## src/rtl/aeq_pkg.sv

```systemverilog
package aeq_pkg;

    localparam int EQ_W   = 4;
    localparam int OFS_W  = 3;
    localparam int PAT_W  = 4;
    localparam int HIT_W  = 13;
    localparam int EQ_MAX = (1 << EQ_W) - 1;
    localparam int OFS_SPAN = 1 << OFS_W;

    typedef enum logic [1:0] {
        ST_IDLE   = 2'd0,
        ST_SETTLE = 2'd1,
        ST_COUNT  = 2'd2,
        ST_DONE   = 2'd3
    } aeq_state_e;

    function automatic logic pattern_ok(input logic [PAT_W-1:0] p, input logic strict);
        logic in_band;
        in_band = (p >= PAT_W'(5)) && (p <= PAT_W'(8));
        return in_band || (!strict && (p == '0));
    endfunction

    function automatic logic [EQ_W-1:0] apply_offset(input logic [EQ_W-1:0] best,
                                                     input logic [OFS_W-1:0] code,
                                                     input logic neg);
        int sum;
        sum = int'(best) + (neg ? (int'(code) - OFS_SPAN) : int'(code));
        if (sum < 0)
            return '0;
        if (sum > EQ_MAX)
            return EQ_W'(EQ_MAX);
        return EQ_W'(sum);
    endfunction

endpackage

```

## src/rtl/aeq_start_gate.sv

```systemverilog
module aeq_start_gate
    import aeq_pkg::*;
(
    input  logic             clk,
    input  logic             rst,
    input  logic             cfg_enable,
    input  logic             cfg_start_sel,
    input  logic [1:0]       cfg_pat_sel,
    input  logic             sig_det,
    input  logic             train_flag,
    input  logic [PAT_W-1:0] pat_code,
    input  logic             rate_change,
    input  logic             pat_read,
    output logic             start_ok
);

    logic read_armed_q;

    // Rate change clears the arming and has priority over a read in the same cycle.
    always_ff @(posedge clk) begin
        if (rst)
            read_armed_q <= 1'b1;
        else if (rate_change)
            read_armed_q <= 1'b0;
        else if (pat_read)
            read_armed_q <= 1'b1;
    end

    logic link_ready;
    logic flag_ok;
    logic pat_ok;
    logic read_ok;

    always_comb begin
        link_ready = cfg_enable && sig_det;
        flag_ok    = !cfg_start_sel || !train_flag;
        pat_ok     = pattern_ok(pat_code, cfg_pat_sel[0]);
        read_ok    = cfg_pat_sel[1] || read_armed_q;
        start_ok   = link_ready && flag_ok && pat_ok && read_ok;
    end

    p_rate_blocks_r3: assert property (@(posedge clk) disable iff (rst)
        rate_change |=> (!start_ok || cfg_pat_sel[1] || $past(pat_read) && !$past(rate_change)));

    p_flag_blocks_r1: assert property (@(posedge clk) disable iff (rst)
        (cfg_start_sel && train_flag) |-> !start_ok);

endmodule

```

## src/rtl/aeq_timer.sv

```systemverilog
module aeq_timer #(
    parameter int W = 16
) (
    input  logic         clk,
    input  logic         rst,
    input  logic         load,
    input  logic [W-1:0] load_val,
    output logic         expired
);

    logic [W-1:0] cnt_q;

    always_ff @(posedge clk) begin
        if (rst)
            cnt_q <= '0;
        else if (load)
            cnt_q <= load_val;
        else if (cnt_q != '0)
            cnt_q <= cnt_q - 1'b1;
    end

    assign expired = (cnt_q == '0);

    p_timer_steps_r4: assert property (@(posedge clk) disable iff (rst)
        (!load && cnt_q != '0) |=> (cnt_q == $past(cnt_q) - 1'b1));

    p_timer_loads_r4: assert property (@(posedge clk) disable iff (rst)
        load |=> (cnt_q == $past(load_val)));

endmodule

```

## src/rtl/aeq_hit_counter.sv

```systemverilog
module aeq_hit_counter #(
    parameter int W = 13
) (
    input  logic         clk,
    input  logic         rst,
    input  logic         clr_cnt,
    input  logic         clr_ovf,
    input  logic         inc,
    output logic [W-1:0] count,
    output logic [W-1:0] count_nxt,
    output logic         ovf
);

    localparam logic [W-1:0] CNT_MAX = '1;

    logic [W-1:0] cnt_q;
    logic         ovf_q;
    logic         at_max;

    always_comb begin
        at_max    = (cnt_q == CNT_MAX);
        count_nxt = (inc && !at_max) ? cnt_q + 1'b1 : cnt_q;
    end

    always_ff @(posedge clk) begin
        if (rst) begin
            cnt_q <= '0;
            ovf_q <= 1'b0;
        end else begin
            if (clr_cnt)
                cnt_q <= '0;
            else
                cnt_q <= count_nxt;

            if (clr_ovf)
                ovf_q <= 1'b0;
            else if (inc && at_max && !clr_cnt)
                ovf_q <= 1'b1;
        end
    end

    assign count = cnt_q;
    assign ovf   = ovf_q;

    p_sat_hold_r5: assert property (@(posedge clk) disable iff (rst)
        (!clr_cnt && cnt_q == CNT_MAX) |=> (cnt_q == CNT_MAX));

    p_ovf_sticky_r5: assert property (@(posedge clk) disable iff (rst)
        (ovf_q && !clr_ovf) |=> ovf_q);

    p_ovf_cause_r5: assert property (@(posedge clk) disable iff (rst)
        $rose(ovf_q) |-> $past(cnt_q) == CNT_MAX);

endmodule

```

## src/rtl/aeq_sweep_seq.sv

```systemverilog
module aeq_sweep_seq
    import aeq_pkg::*;
#(
    parameter int TMR_W = 16,
    parameter int CNT_W = HIT_W
) (
    input  logic             clk,
    input  logic             rst,
    input  logic             cfg_enable,
    input  logic             cfg_start_sel,
    input  logic [1:0]       cfg_pat_sel,
    input  logic [EQ_W-1:0]  cfg_upper,
    input  logic             cfg_zero_only,
    input  logic [OFS_W-1:0] cfg_ofs_code,
    input  logic             cfg_ofs_neg,
    input  logic             cfg_tx_hold,
    input  logic [TMR_W-1:0] cfg_settle,
    input  logic [TMR_W-1:0] cfg_dwell,
    input  logic             sig_det,
    input  logic             train_flag,
    input  logic [PAT_W-1:0] pat_code,
    input  logic             rate_change,
    input  logic             pat_read,
    input  logic             hit_inc,
    output logic [EQ_W-1:0]  eq_setting,
    output logic             settle_done,
    output logic             tx_off,
    output logic             done,
    output logic             hit_ovf,
    output logic [EQ_W-1:0]  eq_result
);

    logic start_ok;

    aeq_start_gate u_gate (
        .clk           (clk),
        .rst           (rst),
        .cfg_enable    (cfg_enable),
        .cfg_start_sel (cfg_start_sel),
        .cfg_pat_sel   (cfg_pat_sel),
        .sig_det       (sig_det),
        .train_flag    (train_flag),
        .pat_code      (pat_code),
        .rate_change   (rate_change),
        .pat_read      (pat_read),
        .start_ok      (start_ok)
    );

    aeq_state_e       st_q, st_d;
    logic [EQ_W-1:0]  eq_q, eq_d;
    logic [EQ_W-1:0]  best_eq_q, best_eq_d;
    logic [CNT_W-1:0] best_cnt_q, best_cnt_d;
    logic [EQ_W-1:0]  res_q, res_d;
    logic             sflag_q, sflag_d;

    logic             tmr_load;
    logic [TMR_W-1:0] tmr_val;
    logic             tmr_zero;
    logic             cnt_clr;
    logic             ovf_clr;
    logic             cnt_inc;
    logic [CNT_W-1:0] cnt_now;
    logic [CNT_W-1:0] cnt_nxt;
    logic             take;
    logic             last;
    logic [EQ_W-1:0]  winner;

    aeq_timer #(.W(TMR_W)) u_timer (
        .clk      (clk),
        .rst      (rst),
        .load     (tmr_load),
        .load_val (tmr_val),
        .expired  (tmr_zero)
    );

    assign cnt_inc = hit_inc && (st_q == ST_COUNT);

    aeq_hit_counter #(.W(CNT_W)) u_hits (
        .clk       (clk),
        .rst       (rst),
        .clr_cnt   (cnt_clr),
        .clr_ovf   (ovf_clr),
        .inc       (cnt_inc),
        .count     (cnt_now),
        .count_nxt (cnt_nxt),
        .ovf       (hit_ovf)
    );

    always_comb begin
        st_d       = st_q;
        eq_d       = eq_q;
        best_eq_d  = best_eq_q;
        best_cnt_d = best_cnt_q;
        res_d      = res_q;
        sflag_d    = sflag_q;
        tmr_load   = 1'b0;
        tmr_val    = cfg_settle;
        cnt_clr    = 1'b0;
        ovf_clr    = 1'b0;
        take       = (cnt_nxt > best_cnt_q);
        last       = cfg_zero_only || (eq_q >= cfg_upper);
        winner     = take ? eq_q : best_eq_q;

        unique case (st_q)
            ST_IDLE: begin
                if (start_ok) begin
                    st_d       = ST_SETTLE;
                    eq_d       = '0;
                    best_eq_d  = '0;
                    best_cnt_d = '0;
                    sflag_d    = 1'b0;
                    tmr_load   = 1'b1;
                    cnt_clr    = 1'b1;
                    ovf_clr    = 1'b1;
                end
            end
            ST_SETTLE: begin
                if (tmr_zero) begin
                    st_d     = ST_COUNT;
                    sflag_d  = 1'b1;
                    tmr_load = 1'b1;
                    tmr_val  = cfg_dwell;
                    cnt_clr  = 1'b1;
                end
            end
            ST_COUNT: begin
                if (tmr_zero) begin
                    if (take) begin
                        best_cnt_d = cnt_nxt;
                        best_eq_d  = eq_q;
                    end
                    if (last) begin
                        st_d  = ST_DONE;
                        res_d = cfg_zero_only ? '0
                              : apply_offset(winner, cfg_ofs_code, cfg_ofs_neg);
                    end else begin
                        st_d     = ST_SETTLE;
                        eq_d     = eq_q + 1'b1;
                        sflag_d  = 1'b0;
                        tmr_load = 1'b1;
                    end
                end
            end
            ST_DONE: begin
                if (!(cfg_enable && sig_det))
                    st_d = ST_IDLE;
            end
            default: st_d = ST_IDLE;
        endcase
    end

    always_ff @(posedge clk) begin
        if (rst) begin
            st_q       <= ST_IDLE;
            eq_q       <= '0;
            best_eq_q  <= '0;
            best_cnt_q <= '0;
            res_q      <= '0;
            sflag_q    <= 1'b0;
        end else begin
            st_q       <= st_d;
            eq_q       <= eq_d;
            best_eq_q  <= best_eq_d;
            best_cnt_q <= best_cnt_d;
            res_q      <= res_d;
            sflag_q    <= sflag_d;
        end
    end

    logic running;
    assign running     = (st_q == ST_SETTLE) || (st_q == ST_COUNT);
    assign done        = !running;
    assign tx_off      = cfg_tx_hold && running;
    assign eq_setting  = eq_q;
    assign settle_done = sflag_q;
    assign eq_result   = res_q;

    p_start_gated_r1: assert property (@(posedge clk) disable iff (rst)
        $fell(done) |-> $past(start_ok));

    p_step_order_r4: assert property (@(posedge clk) disable iff (rst)
        (st_q == ST_COUNT && tmr_zero && !cfg_zero_only && eq_q < cfg_upper)
        |=> (eq_q == $past(eq_q) + 1'b1) && !sflag_q);

    p_count_after_settle_r4: assert property (@(posedge clk) disable iff (rst)
        (st_q == ST_COUNT) |-> sflag_q);

    p_best_monotone_r6: assert property (@(posedge clk) disable iff (rst)
        (st_q == ST_COUNT) |=> (best_cnt_q >= $past(best_cnt_q)) || (st_q == ST_SETTLE && eq_q == '0));

    p_zero_only_r8: assert property (@(posedge clk) disable iff (rst)
        (cfg_zero_only && running) |-> (eq_q == '0));

    p_done_end_r9: assert property (@(posedge clk) disable iff (rst)
        $rose(done) |-> $past(st_q) == ST_COUNT);

    p_no_rerun_r9: assert property (@(posedge clk) disable iff (rst)
        (st_q == ST_DONE && cfg_enable && sig_det) |=> done);

endmodule

```

## config.mk

```make
export PLATFORM = sky130hd
export DESIGN_NAME = aeq_sweep_seq
export DESIGN_NICKNAME = d
export VERILOG_FILES = /design/src/rtl/aeq_pkg.sv /design/src/rtl/aeq_start_gate.sv /design/src/rtl/aeq_timer.sv /design/src/rtl/aeq_hit_counter.sv /design/src/rtl/aeq_sweep_seq.sv
export SDC_FILE = /design/constraint.sdc
export NUM_CORES = 1
export LEC_CHECK = 0
export BUFFER_PORTS_ARGS = -buffer_cell sky130_fd_sc_hd__buf_4
export CAP_MARGIN = 20
export CORE_MARGIN = 4
export CORE_UTILIZATION = 51
export CTS_CLUSTER_DIAMETER = 150
export DETAILED_ROUTE_END_ITERATION = 12
export PLACE_DENSITY = 0.77
export REMOVE_ABC_BUFFERS = 1
export SYNTH_ARGS = -nofsm -noshare
export SYNTH_HDL_FRONTEND = slang
export SYNTH_SLANG_ARGS = --single-unit
```

## constraint.sdc

```tcl
create_clock -name clk -period 5.78 [get_ports clk]
set_clock_uncertainty 0.15 [all_clocks]
set_input_delay 1.156 -clock clk [delete_from_list [all_inputs] [get_ports clk]]
set_output_delay 1.156 -clock clk [all_outputs]
set_load 0.01 [all_outputs]
```

==> impl_metrics.json <==
{
  "status": "finished clean",
  "period_minus_slack_ns": 5.38,
  "required_ns": 5.84,
  "rows": 31,
  "grt_pass1_wl_um": 15100,
  "grt_overflow": 0,
  "ios": 69,
  "critPathArrivalTime_ns": 5.44,
  "portBuffers": 68,
  "drt_iter0_markers": 106,
  "postCtsSetupRepairBufs": 0,
  "dr.pass1.iters": 4,
  "synth_area_sq_um": 3960,
  "grt_max_degree": 32,
  "yosysSeqAreaShare": 0.299,
  "power_density_nw_per_um2": 279,
  "max_freq_mhz": 186,
  "power_leakage_nw": 2.19,
  "numCtsBuffers": 9,
  "setup_viol": 0,
  "relSlewSlack": 0.246,
  "final_antenna_net_count": 0,
  "route.detailed.drc": 0,
  "p_clk_frac": 0.286,
  "worstSetupPathType": "input port to flip-flop",
  "finalHoldViolations": 0,
  "synthTopCellsByArea": "dfxtp_1, ha_1, mux2i_1",
  "async_reset_ff_frac": 0,
  "synth.most_common_cell": "dfxtp_1",
  "routed_wl_um": 9140,
  "multiInputGateArea_sq_um": 2540,
  "synth.top_cells.by_count": "dfxtp_1, ha_1, inv_1",
  "vdd_drop_max_mv": 0.193,
  "postSynthAreaPerCell_sq_um": 8.67,
  "finalCritPeriodShare": 0.930,
  "syn_to_final_growth_pct": 20.3,
  "finalMaxSlewViolations": 0,
  "die_w_um": 96.1,
  "antenna_found_initial": 0,
  "vias_per_cell": 5.59,
  "crit_chain": "buf_4, nand4_1, nor2_2, nand4_1, xor2_2, inv_1, ha_1, nand4_1, nor4_1, a21oi_1, buf_4, mux2_1, fa_1, a21o_1, a21oi_2, nand2b_1, ha_1, nor4b_1, nand3_1, o211ai_1, a21oi_1",
  "die_h_um": 96.1,
  "cts_tree": "built",
  "clockRootBuffer": "clkbuf_8",
  "clk_latency_ns": 0.33,
  "p_sw_mw": 0.460,
  "htreeDepth": 3,
  "comb_power_share": 0.333,
  "yosys.area.top_type": "dfxtp_1",
  "clockBufferDepth": 2,
  "clk_pin_slew_ns": 0.07,
  "die_area_sq_um": 9230,
  "slowest_delay_ns": 0.43,
  "critPathCaptureType": "flip-flop",
  "clock-sinks": 59,
  "coreArea_sq_um": 7410,
  "hold_class": "flip-flop to flip-flop",
  "grt_pass1_vias": 3357,
  "nNetsFinal": 619,
  "diodes": 0,
  "grt.total_usage": 0.207,
  "drive_gt1_frac": 0.200,
  "synth-main-ff-cell": "dfxtp_1",
  "final_util": 0.642,
  "synthCells": 456,
  "start_util": 0.534,
  "swShare": 0.346,
  "place_congestion": 0.912,
  "wl_per_cell_um": 14.6,
  "p_int_mw": 0.869,
  "fin_area_sq_um": 4760,
  "ys_ff_latch": 59,
  "dr_total_vias": 3493,
  "seqPwrFrac": 0.381,
  "crit_top_cell": "nand4_1",
  "crit_path_max_fanout": 10,
  "synth_cell_types": 65,
  "worst_pin_slew_ns": 1.13,
  "cp_slowest_cell": "fa_1",
  "seqCellArea_sq_um": 1180,
  "fill_cells": 639,
  "ys_warn_count": 0,
  "critPathLaunchType": "input port",
  "yosys.area.top_type_share": 0.299,
  "synth_edf_count": 0,
  "placed_area_sq_um": 4540,
  "drv_cap": 0,
  "dp_hpwl_um": 6920
}
cells by family after synthesis:
logic type,Yosys count,share of synthesized area
adder cells (fa/ha/maj),41,0.132
XOR/XNOR,23,0.0509
AND/OR/NAND/NOR,140,0.186
buffers and inverters,61,0.0630
AO/OA/AOI/OAI,103,0.193
flip-flops,59,0.299
multiplexers,29,0.0772
metrics by stage:
step	cells	total power, mW	setup WS [ns]	setup TNS, ns	hold WS (ns)
2_1_floorplan	435	0.833	0.209	0	0.282
6_report	625	1.33	0.402	0	0.321
3_3_place_gp	609	0.936	0.192	0	0.296
5_1_grt	625	1.40	-0.0189	-0.0370	0.333
3_5_place_dp	609	0.947	0.00930	0	0.306
4_1_cts	625	1.33	0.330	0	0.324
final timing paths:
kind,start,endpoint,slack (ns),cells after the start
setup reg to reg,st_q[0],eq_result[3],0.51,22
hold reg to reg,best_cnt_q[11],best_cnt_q[11],0.32,1
hold / removal,best_cnt_q[11],best_cnt_q[11],0.32,1
setup / recovery,hit_inc,eq_result[3],0.40,21
sequential cells by signal (all words and copies together), names as in the netlist:
name	count
u_hits.count	13
eq_setting	4
u_timer.cnt_q	16
settle_done	1
u_hits.ovf	1
best_eq_q	4
u_gate.read_armed_q	1
st_q	2
eq_result	4
best_cnt_q	13
power by group through the flow:
stage	Combinational [mW]	Sequential (mW)	Clock, mW
2_1_floorplan	0.330	0.503	0
3_3_place_gp	0.425	0.511	0
3_5_place_dp	0.434	0.513	0
4_1_cts	0.437	0.504	0.389
5_1_grt	0.487	0.512	0.404
6_report	0.442	0.506	0.380
layout make-up:
cell class	instances	share of cell area
clock buffers	10	0.0289
clock inverters	6	0.0134
flip-flops and latches	59	0.248
repair buffers	75	0.118
multi-input cells	336	0.534
well taps	99	0.0260
inverters	40	0.0316
timing repair:
item / in CTS / in global routing
hold buffers: 0 / 0
endpoints found under the hold margin: 0 / 0
gates resized for setup: 0 / 3
setup endpoints to repair: 0 / 4
critical path, delay by kind of cell:
family,cells,cell delay [ns]
buffers and inverters,3,0.35
multiplexers,1,0.36
XOR/XNOR,1,0.21
adder cells (fa/ha/maj),3,0.89
AO/OA/AOI/OAI,5,0.79
AND/OR/NAND/NOR,8,1.66
routing by layer:
layer / GRT usage / wire length [um]
met2: 0.336 / 4350
met5: 0 / 0
met3: 0.0563 / 424
met1: 0.271 / 4290
met4: 0.0533 / 80
cell usage in the layout, fill, tap and decap left out, drive strengths merged, types with 3 or more instances in the layout:
master   instances
a211oi           4
a21o             7
a21oi           25
a22o            10
a31oi            3
and2             3
and3             5
and4             3
buf             75
clkbuf          10
dfxtp           59
ha              40
inv             41
mux2             9
mux2i           20
nand2           24
nand2b          10
nand3           20
nand3b           4
nand4            9
nor2            38
nor3            11
nor4             3
o2111ai          5
o211ai           8
o21a             3
o21ai            7
o2bb2ai          6
o31ai            7
o32ai            5
xnor2           12
xor2            11
(Power assumes the default switching activity.)
